$ cat src/rtl/sp2dp_pkg.sv
package sp2dp_pkg;
  localparam int SP_W       = 32;
  localparam int SP_EXP_W   = 8;
  localparam int SP_FRAC_W  = 23;
  localparam int DP_W       = 64;
  localparam int DP_EXP_W   = 11;
  localparam int DP_FRAC_W  = 52;
  localparam int PAD_W      = DP_FRAC_W - SP_FRAC_W;
  localparam int WORK_W     = DP_FRAC_W + 1;
  localparam int EXPR_W     = DP_EXP_W + 1;
  localparam int DP_BIAS    = 1023;
  localparam int SP_EMIN    = -126;
  localparam int CNT_W      = $clog2(SP_FRAC_W + 1);
  localparam int DN_EXP_MAX = DP_BIAS + SP_EMIN - 1;
  localparam int DN_EXP_MIN = DN_EXP_MAX - SP_FRAC_W + 1;

  typedef enum logic [1:0] {
    CLS_NORM    = 2'd0,
    CLS_SPECIAL = 2'd1,
    CLS_SUBN    = 2'd2
  } sp_class_e;

  // Bit-copy widening for normal and special operands.
  function automatic logic [DP_W-1:0] copy_widen(input logic [SP_W-1:0] w,
                                                 input logic special);
    logic [DP_W-1:0] r;
    logic            fill;
    fill = special ? w[SP_W-2] : ~w[SP_W-2];
    r = {w[SP_W-1], w[SP_W-2], {3{fill}}, w[SP_W-3:0], {PAD_W{1'b0}}};
    return r;
  endfunction

  // Unbiased exponent to the double-precision biased field.
  function automatic logic [DP_EXP_W-1:0] rebias(input logic signed [EXPR_W-1:0] e);
    logic signed [EXPR_W-1:0] t;
    t = e + EXPR_W'(DP_BIAS);
    return t[DP_EXP_W-1:0];
  endfunction
endpackage

$ cat src/rtl/sp2dp_classify.sv
module sp2dp_classify
  import sp2dp_pkg::*;
(
  input  logic [SP_W-1:0] word,
  output sp_class_e       cls
);
  logic [SP_EXP_W-1:0]  exp_f;
  logic [SP_FRAC_W-1:0] frac_f;
  logic                 exp_zero;
  logic                 exp_ones;
  logic                 frac_zero;

  assign exp_f     = word[SP_W-2 -: SP_EXP_W];
  assign frac_f    = word[SP_FRAC_W-1:0];
  assign exp_zero  = (exp_f == '0);
  assign exp_ones  = (exp_f == '1);
  assign frac_zero = (frac_f == '0);

  always_comb begin
    if (exp_zero && !frac_zero)     cls = CLS_SUBN;
    else if (exp_ones || exp_zero)  cls = CLS_SPECIAL;
    else                            cls = CLS_NORM;
  end
endmodule

$ cat src/rtl/sp2dp_fastpath.sv
module sp2dp_fastpath
  import sp2dp_pkg::*;
(
  input  logic [SP_W-1:0] word,
  input  logic            special,
  output logic [DP_W-1:0] dword
);
  assign dword = copy_widen(word, special);
endmodule

$ cat src/rtl/sp2dp_normalize.sv
module sp2dp_normalize
  import sp2dp_pkg::*;
(
  input  logic                 clk,
  input  logic                 rst_n,
  input  logic                 load,
  input  logic                 sign_in,
  input  logic [SP_FRAC_W-1:0] frac_in,
  output logic                 busy,
  output logic                 fin,
  output logic [DP_W-1:0]      result
);
  logic [WORK_W-1:0]        work_q, work_nx;
  logic signed [EXPR_W-1:0] exp_q, exp_nx;
  logic                     sign_q;
  logic                     busy_q;
  logic [CNT_W-1:0]         cnt_q;

  assign work_nx = work_q << 1;
  assign exp_nx  = exp_q - EXPR_W'(1);
  assign fin     = busy_q && work_nx[WORK_W-1];
  assign busy    = busy_q;
  assign result  = {sign_q, rebias(exp_nx), work_nx[DP_FRAC_W-1:0]};

  always_ff @(posedge clk) begin
    if (!rst_n) begin
      work_q <= '0;
      exp_q  <= '0;
      sign_q <= 1'b0;
      busy_q <= 1'b0;
      cnt_q  <= '0;
    end else if (load) begin
      work_q <= {1'b0, frac_in, {PAD_W{1'b0}}};
      exp_q  <= EXPR_W'(SP_EMIN);
      sign_q <= sign_in;
      busy_q <= 1'b1;
      cnt_q  <= '0;
    end else if (busy_q) begin
      work_q <= work_nx;
      exp_q  <= exp_nx;
      cnt_q  <= cnt_q + CNT_W'(1);
      if (fin) busy_q <= 1'b0;
    end
  end

  AST_LOAD_WHEN_IDLE: assert property (@(posedge clk) disable iff (!rst_n)
    load |-> !busy_q);
  AST_SHIFT_BOUND: assert property (@(posedge clk) disable iff (!rst_n)
    busy_q |-> (cnt_q < CNT_W'(SP_FRAC_W)));
  AST_EXP_STEP: assert property (@(posedge clk) disable iff (!rst_n)
    (busy_q && !fin) |=> (exp_q == $past(exp_q) - EXPR_W'(1)));
  AST_LOAD_LEAD_CLEAR: assert property (@(posedge clk) disable iff (!rst_n)
    $rose(busy_q) |-> !work_q[WORK_W-1]);
  AST_SUBN_EXP_RANGE: assert property (@(posedge clk) disable iff (!rst_n)
    fin |-> (result[DP_W-2 -: DP_EXP_W] >= DP_EXP_W'(DN_EXP_MIN) &&
             result[DP_W-2 -: DP_EXP_W] <= DP_EXP_W'(DN_EXP_MAX)));
endmodule

$ cat src/rtl/sp2dp_widen.sv
module sp2dp_widen
  import sp2dp_pkg::*;
(
  input  logic            clk,
  input  logic            rst_n,
  input  logic            start,
  input  logic [SP_W-1:0] sp_word,
  output logic            done,
  output logic [DP_W-1:0] dp_word
);
  sp_class_e       cls;
  logic [DP_W-1:0] fast_word;
  logic [DP_W-1:0] norm_res;
  logic            norm_busy;
  logic            norm_fin;
  logic            accept;
  logic            fast_sel;
  logic            norm_load;
  logic            done_q;
  logic [DP_W-1:0] dp_q;

  sp2dp_classify u_cls (
    .word (sp_word),
    .cls  (cls)
  );

  sp2dp_fastpath u_fast (
    .word    (sp_word),
    .special (cls == CLS_SPECIAL),
    .dword   (fast_word)
  );

  assign accept    = start && !norm_busy;
  assign fast_sel  = accept && (cls != CLS_SUBN);
  assign norm_load = accept && (cls == CLS_SUBN);

  sp2dp_normalize u_norm (
    .clk     (clk),
    .rst_n   (rst_n),
    .load    (norm_load),
    .sign_in (sp_word[SP_W-1]),
    .frac_in (sp_word[SP_FRAC_W-1:0]),
    .busy    (norm_busy),
    .fin     (norm_fin),
    .result  (norm_res)
  );

  always_ff @(posedge clk) begin
    if (!rst_n) begin
      done_q <= 1'b0;
      dp_q   <= '0;
    end else begin
      done_q <= 1'b0;
      if (fast_sel) begin
        dp_q   <= fast_word;
        done_q <= 1'b1;
      end else if (norm_fin) begin
        dp_q   <= norm_res;
        done_q <= 1'b1;
      end
    end
  end

  assign done    = done_q;
  assign dp_word = dp_q;

  AST_FAST_LATENCY: assert property (@(posedge clk) disable iff (!rst_n)
    fast_sel |=> done_q);
  AST_SIGN_KEEP: assert property (@(posedge clk) disable iff (!rst_n)
    fast_sel |=> (dp_q[DP_W-1] == $past(sp_word[SP_W-1])));
  AST_QUIET_IN_LOOP: assert property (@(posedge clk) disable iff (!rst_n)
    (norm_busy && !norm_fin) |=> !done_q);
  AST_HOLD_RESULT: assert property (@(posedge clk) disable iff (!rst_n)
    !done_q |-> $stable(dp_q));
  AST_PAD_ZERO: assert property (@(posedge clk) disable iff (!rst_n)
    done_q |-> (dp_q[PAD_W-1:0] == '0));
endmodule

$ cat config.mk
export PLATFORM = sky130hd
export DESIGN_NAME = sp2dp_widen
export DESIGN_NICKNAME = d
export VERILOG_FILES = /design/src/rtl/sp2dp_pkg.sv /design/src/rtl/sp2dp_classify.sv /design/src/rtl/sp2dp_fastpath.sv /design/src/rtl/sp2dp_normalize.sv /design/src/rtl/sp2dp_widen.sv
export SDC_FILE = /design/constraint.sdc
export NUM_CORES = 1
export LEC_CHECK = 0
export ABC_AREA = 1
export CORE_ASPECT_RATIO = 1.2
export CORE_UTILIZATION = 42
export CTS_CLUSTER_SIZE = 24
export DETAILED_ROUTE_END_ITERATION = 12
export DONT_BUFFER_PORTS = 1
export PLACE_DENSITY_LB_ADDON = 0.12
export SYNTH_ARGS = -nofsm -noshare
export SYNTH_HDL_FRONTEND = slang
export SYNTH_SLANG_ARGS = --single-unit
$ cat constraint.sdc
create_clock -name clk -period 2.1 [get_ports clk]
set_clock_uncertainty 0.2 [all_clocks]
set_input_delay 0.315 -clock clk [delete_from_list [all_inputs] [get_ports clk]]
set_output_delay 0.315 -clock clk [all_outputs]
set_load 0.05 [all_outputs]
## Yosys cells after proc, flatten, opt, wreduce, memory -nomap -nowiden

Index checks and enable logic that the tools add are counted.

| word-level totals | value |
|---|---|
| register bits | 73 |
| bits of input ports | 35 |
| output and inout bits | 65 |
| logic and storage cells | 42 |

| operators by class | value |
|---|---|
| $add $sub $neg | 2 |
| eq/ne operators | 4 |
| mux-type cells | 14 |
| bitwise gates (word level) | 2 |
| reduce and logical (&&, ||, !) cells | 13 |

Operator list:

| operator | count |
|---|---|
| $mux W64 | 2 |
| $mux W52 | 2 |
| $mux W12 | 2 |
| $logic_not A23 Y1 | 1 |
| $sub A12 B2 Y12 const B | 1 |
| $add A11 B11 Y11 const B | 1 |
| $eq A8 B8 Y1 const B | 1 |
| $logic_not A8 Y1 | 1 |
| $mux W1 | 7 |
| $logic_and A1 B1 Y1 | 5 |
| $reduce_bool A2 Y1 | 2 |
| $eq A2 B1 Y1 const B | 1 |
| $eq A2 B2 Y1 const B | 1 |
| $logic_not A1 Y1 | 2 |
| $mux W2 | 1 |
| $ne A2 B2 Y1 const B | 1 |
| $not A1 Y1 | 2 |
| $reduce_or A2 Y1 | 1 |
| $logic_or A1 B1 Y1 | 1 |

## Logic depth before layout (Yosys ltp)

| logic depth | value |
|---|---|
| depth in word-level cells | 7 |
| depth in mapped cells | 14 |
| gate-level depth less buffers | 14 |

## Modules after synthesis

Synthesis repeated with hierarchy kept, for this count alone.

| unflattened totals | value |
|---|---|
| cells, all modules | 1056 |
| area, all modules | 6746.5 um2 |

Modules (own cells, without submodules):

| module | times used | cells an instance | area an instance (um2) | sequential area each (um2) |
|---|---|---|---|---|
| sp2dp_widen | 1 | 572 | 3565.9 | 1301.2 |
| sp2dp_normalize | 1 | 376 | 2519.9 | 720.7 |
| sp2dp_fastpath | 1 | 69 | 495.5 | 0.0 |
| sp2dp_classify | 1 | 39 | 165.2 | 0.0 |

## Worst setup path after synthesis

Ideal clock, no wire load.

| timing | value |
|---|---|
| kind | register to register |
| start | register u_norm.exp_q[0] |
| end | register dp_q[58] (netlist: dp_word[58]) |
| library setup time | 0.128 ns |
| arrival time | 1.514 ns |
| required time | 1.772 ns |
| path slack | 0.258 ns |
| stages on the path, launching flop included | 11 |
| buffers on the path | 0 |
| clock period less this slack | 1.842 ns |
| cells stage by stage | dfxtp_1 inv_1 ha_1 nand2_1 nand3_1 nor2_2 nand2_1 nor2_4 xor2_1 a21oi_1 nor2_1 |

| on the way | value |
|---|---|
| cells in the longest elaborated chain, start to end | 4 |

Ends and longest elaborated chain:

| what | line | RTL |
|---|---|---|
| from (decl) | sp2dp_normalize.sv:14 | `logic signed [EXPR_W-1:0] exp_q, exp_nx;` |
| from (signal assigned) | sp2dp_normalize.sv:34 | `exp_q <= EXPR_W'(SP_EMIN);` |
| from (signal assigned) | sp2dp_normalize.sv:40 | `exp_q <= exp_nx;` |
| $sub A12 B2 Y12 | sp2dp_normalize.sv:20 | `assign exp_nx = exp_q - EXPR_W'(1);` |
| via u_norm.exp_nx[0] | sp2dp_normalize.sv:14 |  |
| $add A11 B11 Y11 | sp2dp_pkg.sv:36 | `t = e + EXPR_W'(DP_BIAS);` |
| $mux W64 | sp2dp_widen.sv:57 | `end else if (norm_fin) begin` |
| $mux W64 | sp2dp_widen.sv:54 | `if (fast_sel) begin` |
| to (signal assigned) | sp2dp_widen.sv:55 | `dp_q <= fast_word;` |
| to (signal assigned) | sp2dp_widen.sv:58 | `dp_q <= norm_res;` |
| to (decl) | sp2dp_widen.sv:20 | `logic [DP_W-1:0] dp_q;` |

The timed path passes the listed nets, and every way through them passes these cells. The select of a mux whose other input is x is not followed.
A chain may end at the register's enable or synchronous reset.

## Worst setup path in the final report

| timing | value |
|---|---|
| start | register u_norm.exp_q[2] |
| end | register dp_q[59] (netlist: dp_word[59]) |

| on the way | value |
|---|---|
| cells in the longest elaborated chain, start to end | 4 |

Ends and longest elaborated chain:

| what | line |
|---|---|
| $sub A12 B2 Y12 | sp2dp_normalize.sv:20 |
| $add A11 B11 Y11 | sp2dp_pkg.sv:36 |
| $mux W64 | sp2dp_widen.sv:57 |
| $mux W64 | sp2dp_widen.sv:54 |

Every way passes these cells. The select of a mux whose other input is x is not followed.

==> impl_metrics.py <==
metrics = {
    "finish": {
        "n_antenna_cell": 0,
        "fill_cells": 933,
        "area_delta_synth_final_pct": 8.47,
        "layout_common_cells": "nand2_1 (80), dfxtp_1 (70), inv_1 (66), nor2_1 (66), a21oi_1 (46)",
        "drive_gt1_frac": 0.155,
        "final_util": 0.467,
        "nets": 597,
        "fin_area_sq_um": 4200,
        "mostFrequentLayoutCell": "nand2_1",
    },
    "setup_path": {
        "required_ps": 2190,
        "crit_path_max_incr_delay_ps": 370,
        "cp.arrival_ps": 2070,
        "crit_top_cell": "nand2_2",
        "crit_path_start_kind": "flop",
        "critPathTopFamily": "simple AND/OR/NAND/NOR gates",
        "r2r_cells": 13,
        "cp_slowest_cell": "dfxtp_4",
        "path_depth": 13,
        "critPathKind": "flop to flop",
        "crit_fanout": 5,
        "end_kind": "flop",
        "r2r-start": "u_norm.exp_q[2]",
        "setup.reg_to_reg.worst_slack_ps": 110,
        "worstPathCellList": "inv_1 -> ha_1 -> nand2_2 -> nand2_2 -> nand2_2 -> nand2_4 -> nor2_2 -> nand2_2 -> nor2_4 -> nand2_1 -> nand3_1 -> nand3_1 -> a21oi_1",
        "reg2reg_to": "dp_word[59]",
        "cp_num_buf_inv": 1,
    },
    "global_route": {
        "antenna_found_initial": 0,
        "grt_pass1_vias": 3190,
        "grt_pass1_wl_microns": 15300,
        "grt_max_degree": 32,
        "track_usage": 0.213,
        "overflow": 0,
    },
    "synthesis": {
        "ys_seq_elements": 72,
        "async_reset_ff_frac": 0,
        "yosysTopAreaCell": "dfxtp_1",
        "syn_area_sq_um": 3870,
        "yosysWarnings": 0,
        "synth.avg_cell_area_sq_um": 7.03,
        "syn_inst": 550,
        "ys.flop_type": "dfxtp_1",
        "seq_area_frac_synth": 0.373,
        "synth_top_area_frac": 0.373,
        "synth_edf_count": 0,
        "synth_area_leaders": "dfxtp_1 (37%), nand2_1 (8.3%), nor2_1 (6.6%), inv_1 (6.5%), buf_4 (6.2%)",
        "ys_types": 36,
    },
    "floorplan": {
        "io_pins": 100,
        "fp.dieH_microns": 107,
        "core-area_sq_um": 8990,
        "die_w_microns": 89.6,
        "die-area_sq_um": 9600,
        "fp-row-count": 38,
        "initial_utilization": 0.431,
    },
    "routing": {
        "routed_wl_microns": 9560,
        "drc": 0,
        "routedWlPerCell_microns": 14.0,
        "first_iter_violations": 147,
        "firstDrtPassIters": 5,
        "vias": 3358,
        "via_per_inst": 4.93,
        "ant_nets": 0,
    },
    "placed_design": {
        "dpl-instance-area_sq_um": 3880,
        "hpwl_microns": 6770,
        "detailedPlace.worstSlack_ps": -40.0,
        "portBuffers": 0,
        "place_congestion": 0.858,
    },
    "timing": {
        "hold-worst-slack_ps": 8.77,
        "min_period_ps": 1990,
        "finalCritPeriodShare": 0.947,
        "slew_violations": 0,
        "fmax_mhz": 503,
        "finalSetupViolations": 0,
        "fin_ws_ps": 111,
        "worst_pin_slew_ps": 547,
        "max_slew_margin": 0.635,
        "hold_viol_final": 0,
    },
    "power_and_ir_drop": {
        "ir_worst_vdd_uv": 367,
        "leakagePower_nw": 1.74,
        "total_power_mw": 2.82,
        "powerDensity_nw_per_um2": 672,
    },
    "clock_tree": {
        "cts_max_level": 3,
        "cts_inserted_buffers": 9,
        "cts.clk_slew.worst_paths_ps": 70,
        "clockRootBuffer": "clkbuf_8",
        "clock_sinks": 72,
        "clk-insertion-delay-late_ps": 350,
        "cts_tree": "yes",
        "clk_path_buf_depth": 2,
    },
    "worst_hold_path": {
        "hold_end": "u_norm.work_q[31]",
        "hold_class": "primary input to flop",
        "whs_path_depth": 4,
        "min_from": "sp_word[2]",
    },
    "flow_run": {
        "maxCapViolCount": 0,
    },
    "outcome": {
        "status": "finished, final reports clean",
    },
}
[synthesized netlist by cell type, types with 5 or more instances]
cell      instances
a21oi_1          47
nand3_1          25
nand2_1          86
o21ai_0          30
nand4_1           9
o22ai_1          23
nand2_2           7
buf_4            32
nor2_1           68
a21oi_2          18
inv_1            67
inv_2             7
dfxtp_1          72
buf_2             5
clkbuf_1         13
[worst max path at each step]
stage / startpoint / end / slack (ps)
after global routing: u_norm.exp_q[0] / dp_word[57] / -20
after global placement: u_norm.exp_q[2] / dp_word[59] / -10
after floorplan: u_norm.exp_q[0] / dp_word[58] / 260
after detailed placement: u_norm.exp_q[2] / dp_word[59] / -40
after CTS: u_norm.exp_q[2] / dp_word[59] / 50
final: u_norm.exp_q[2] / dp_word[59] / 110
[state kept, by name, summed over array words and instances (netlist names)]
signal,flops
u_norm.sign_q,1
u_norm.busy,1
dp_word,35
done,1
u_norm.work_q,23
u_norm.exp_q,11
[cell families (layout without fill, tap and decap cells)]
kind of cell | Yosys count | in the layout | synth area share
simple gates | 208 | 208 | 0.237
xor+xnor | 4 | 4 | 0.00906
buf+inv | 130 | 113 | 0.168
fa+ha+maj | 4 | 4 | 0.0129
other cells | 1 | 29 | 0.000969
flops | 72 | 72 | 0.373
compound gates | 131 | 131 | 0.200
[routing by layer]
layer	vias up	global-route usage	routed length (microns)
li1	1736	-	-
met1	1547	0.250	4120
met2	67	0.353	4720
met3	8	0.0693	587
met4	0	0.0850	125
met5	-	0	0
[power breakdown]
group / switching (mW) / internal (mW) / leakage (nW)
sequential: 0.165 / 1.40 / 0.588
combinational: 0.233 / 0.0747 / 1.07
clock: 0.493 / 0.448 / 0.0794
total: 0.891 / 1.93 / 1.74
[worst register-to-register path, stage by stage (launching register included)]
cell and delay [ps]:
dfxtp_4 370, inv_1 70, ha_1 190, nand2_2 100, nand2_2 100, nand2_2 90
nand2_4 70, nor2_2 160, nand2_2 90, nor2_4 140, nand2_1 70, nand3_1 70
nand3_1 90, a21oi_1 120
[cell type report]
type | instances | area [sq um] | share of cell area
Inverter | 76 | 290 | 0.0692
Timing Repair Buffer | 23 | 205 | 0.0489
Tap cell | 120 | 150 | 0.0358
Sequential cell | 72 | 1450 | 0.345
Clock buffer | 13 | 149 | 0.0355
Multi-Input combinational cell | 376 | 1950 | 0.465
Clock inverter | 1 | 5.00 | 0.00119
[per-stage QoR]
| step | setup TNS (ps) | std cells |
|---|---|---|
| floorplan | 0 | 578 |
| global placement | -9.62 | 658 |
| detailed placement | -49.8 | 658 |
| CTS | 0 | 680 |
| global route | -36.2 | 681 |
| finish | 0 | 681 |
[what timing repair did]
action | CTS | global route
endpoints found under the hold margin | 15 | 0
hold buffers | 8 | 0
resized for setup | 5 | 18
pin swaps | 0 | 3
setup endpoints to repair | 4 | 6
setup buffers | 0 | 1
(Power assumes the default switching activity.)
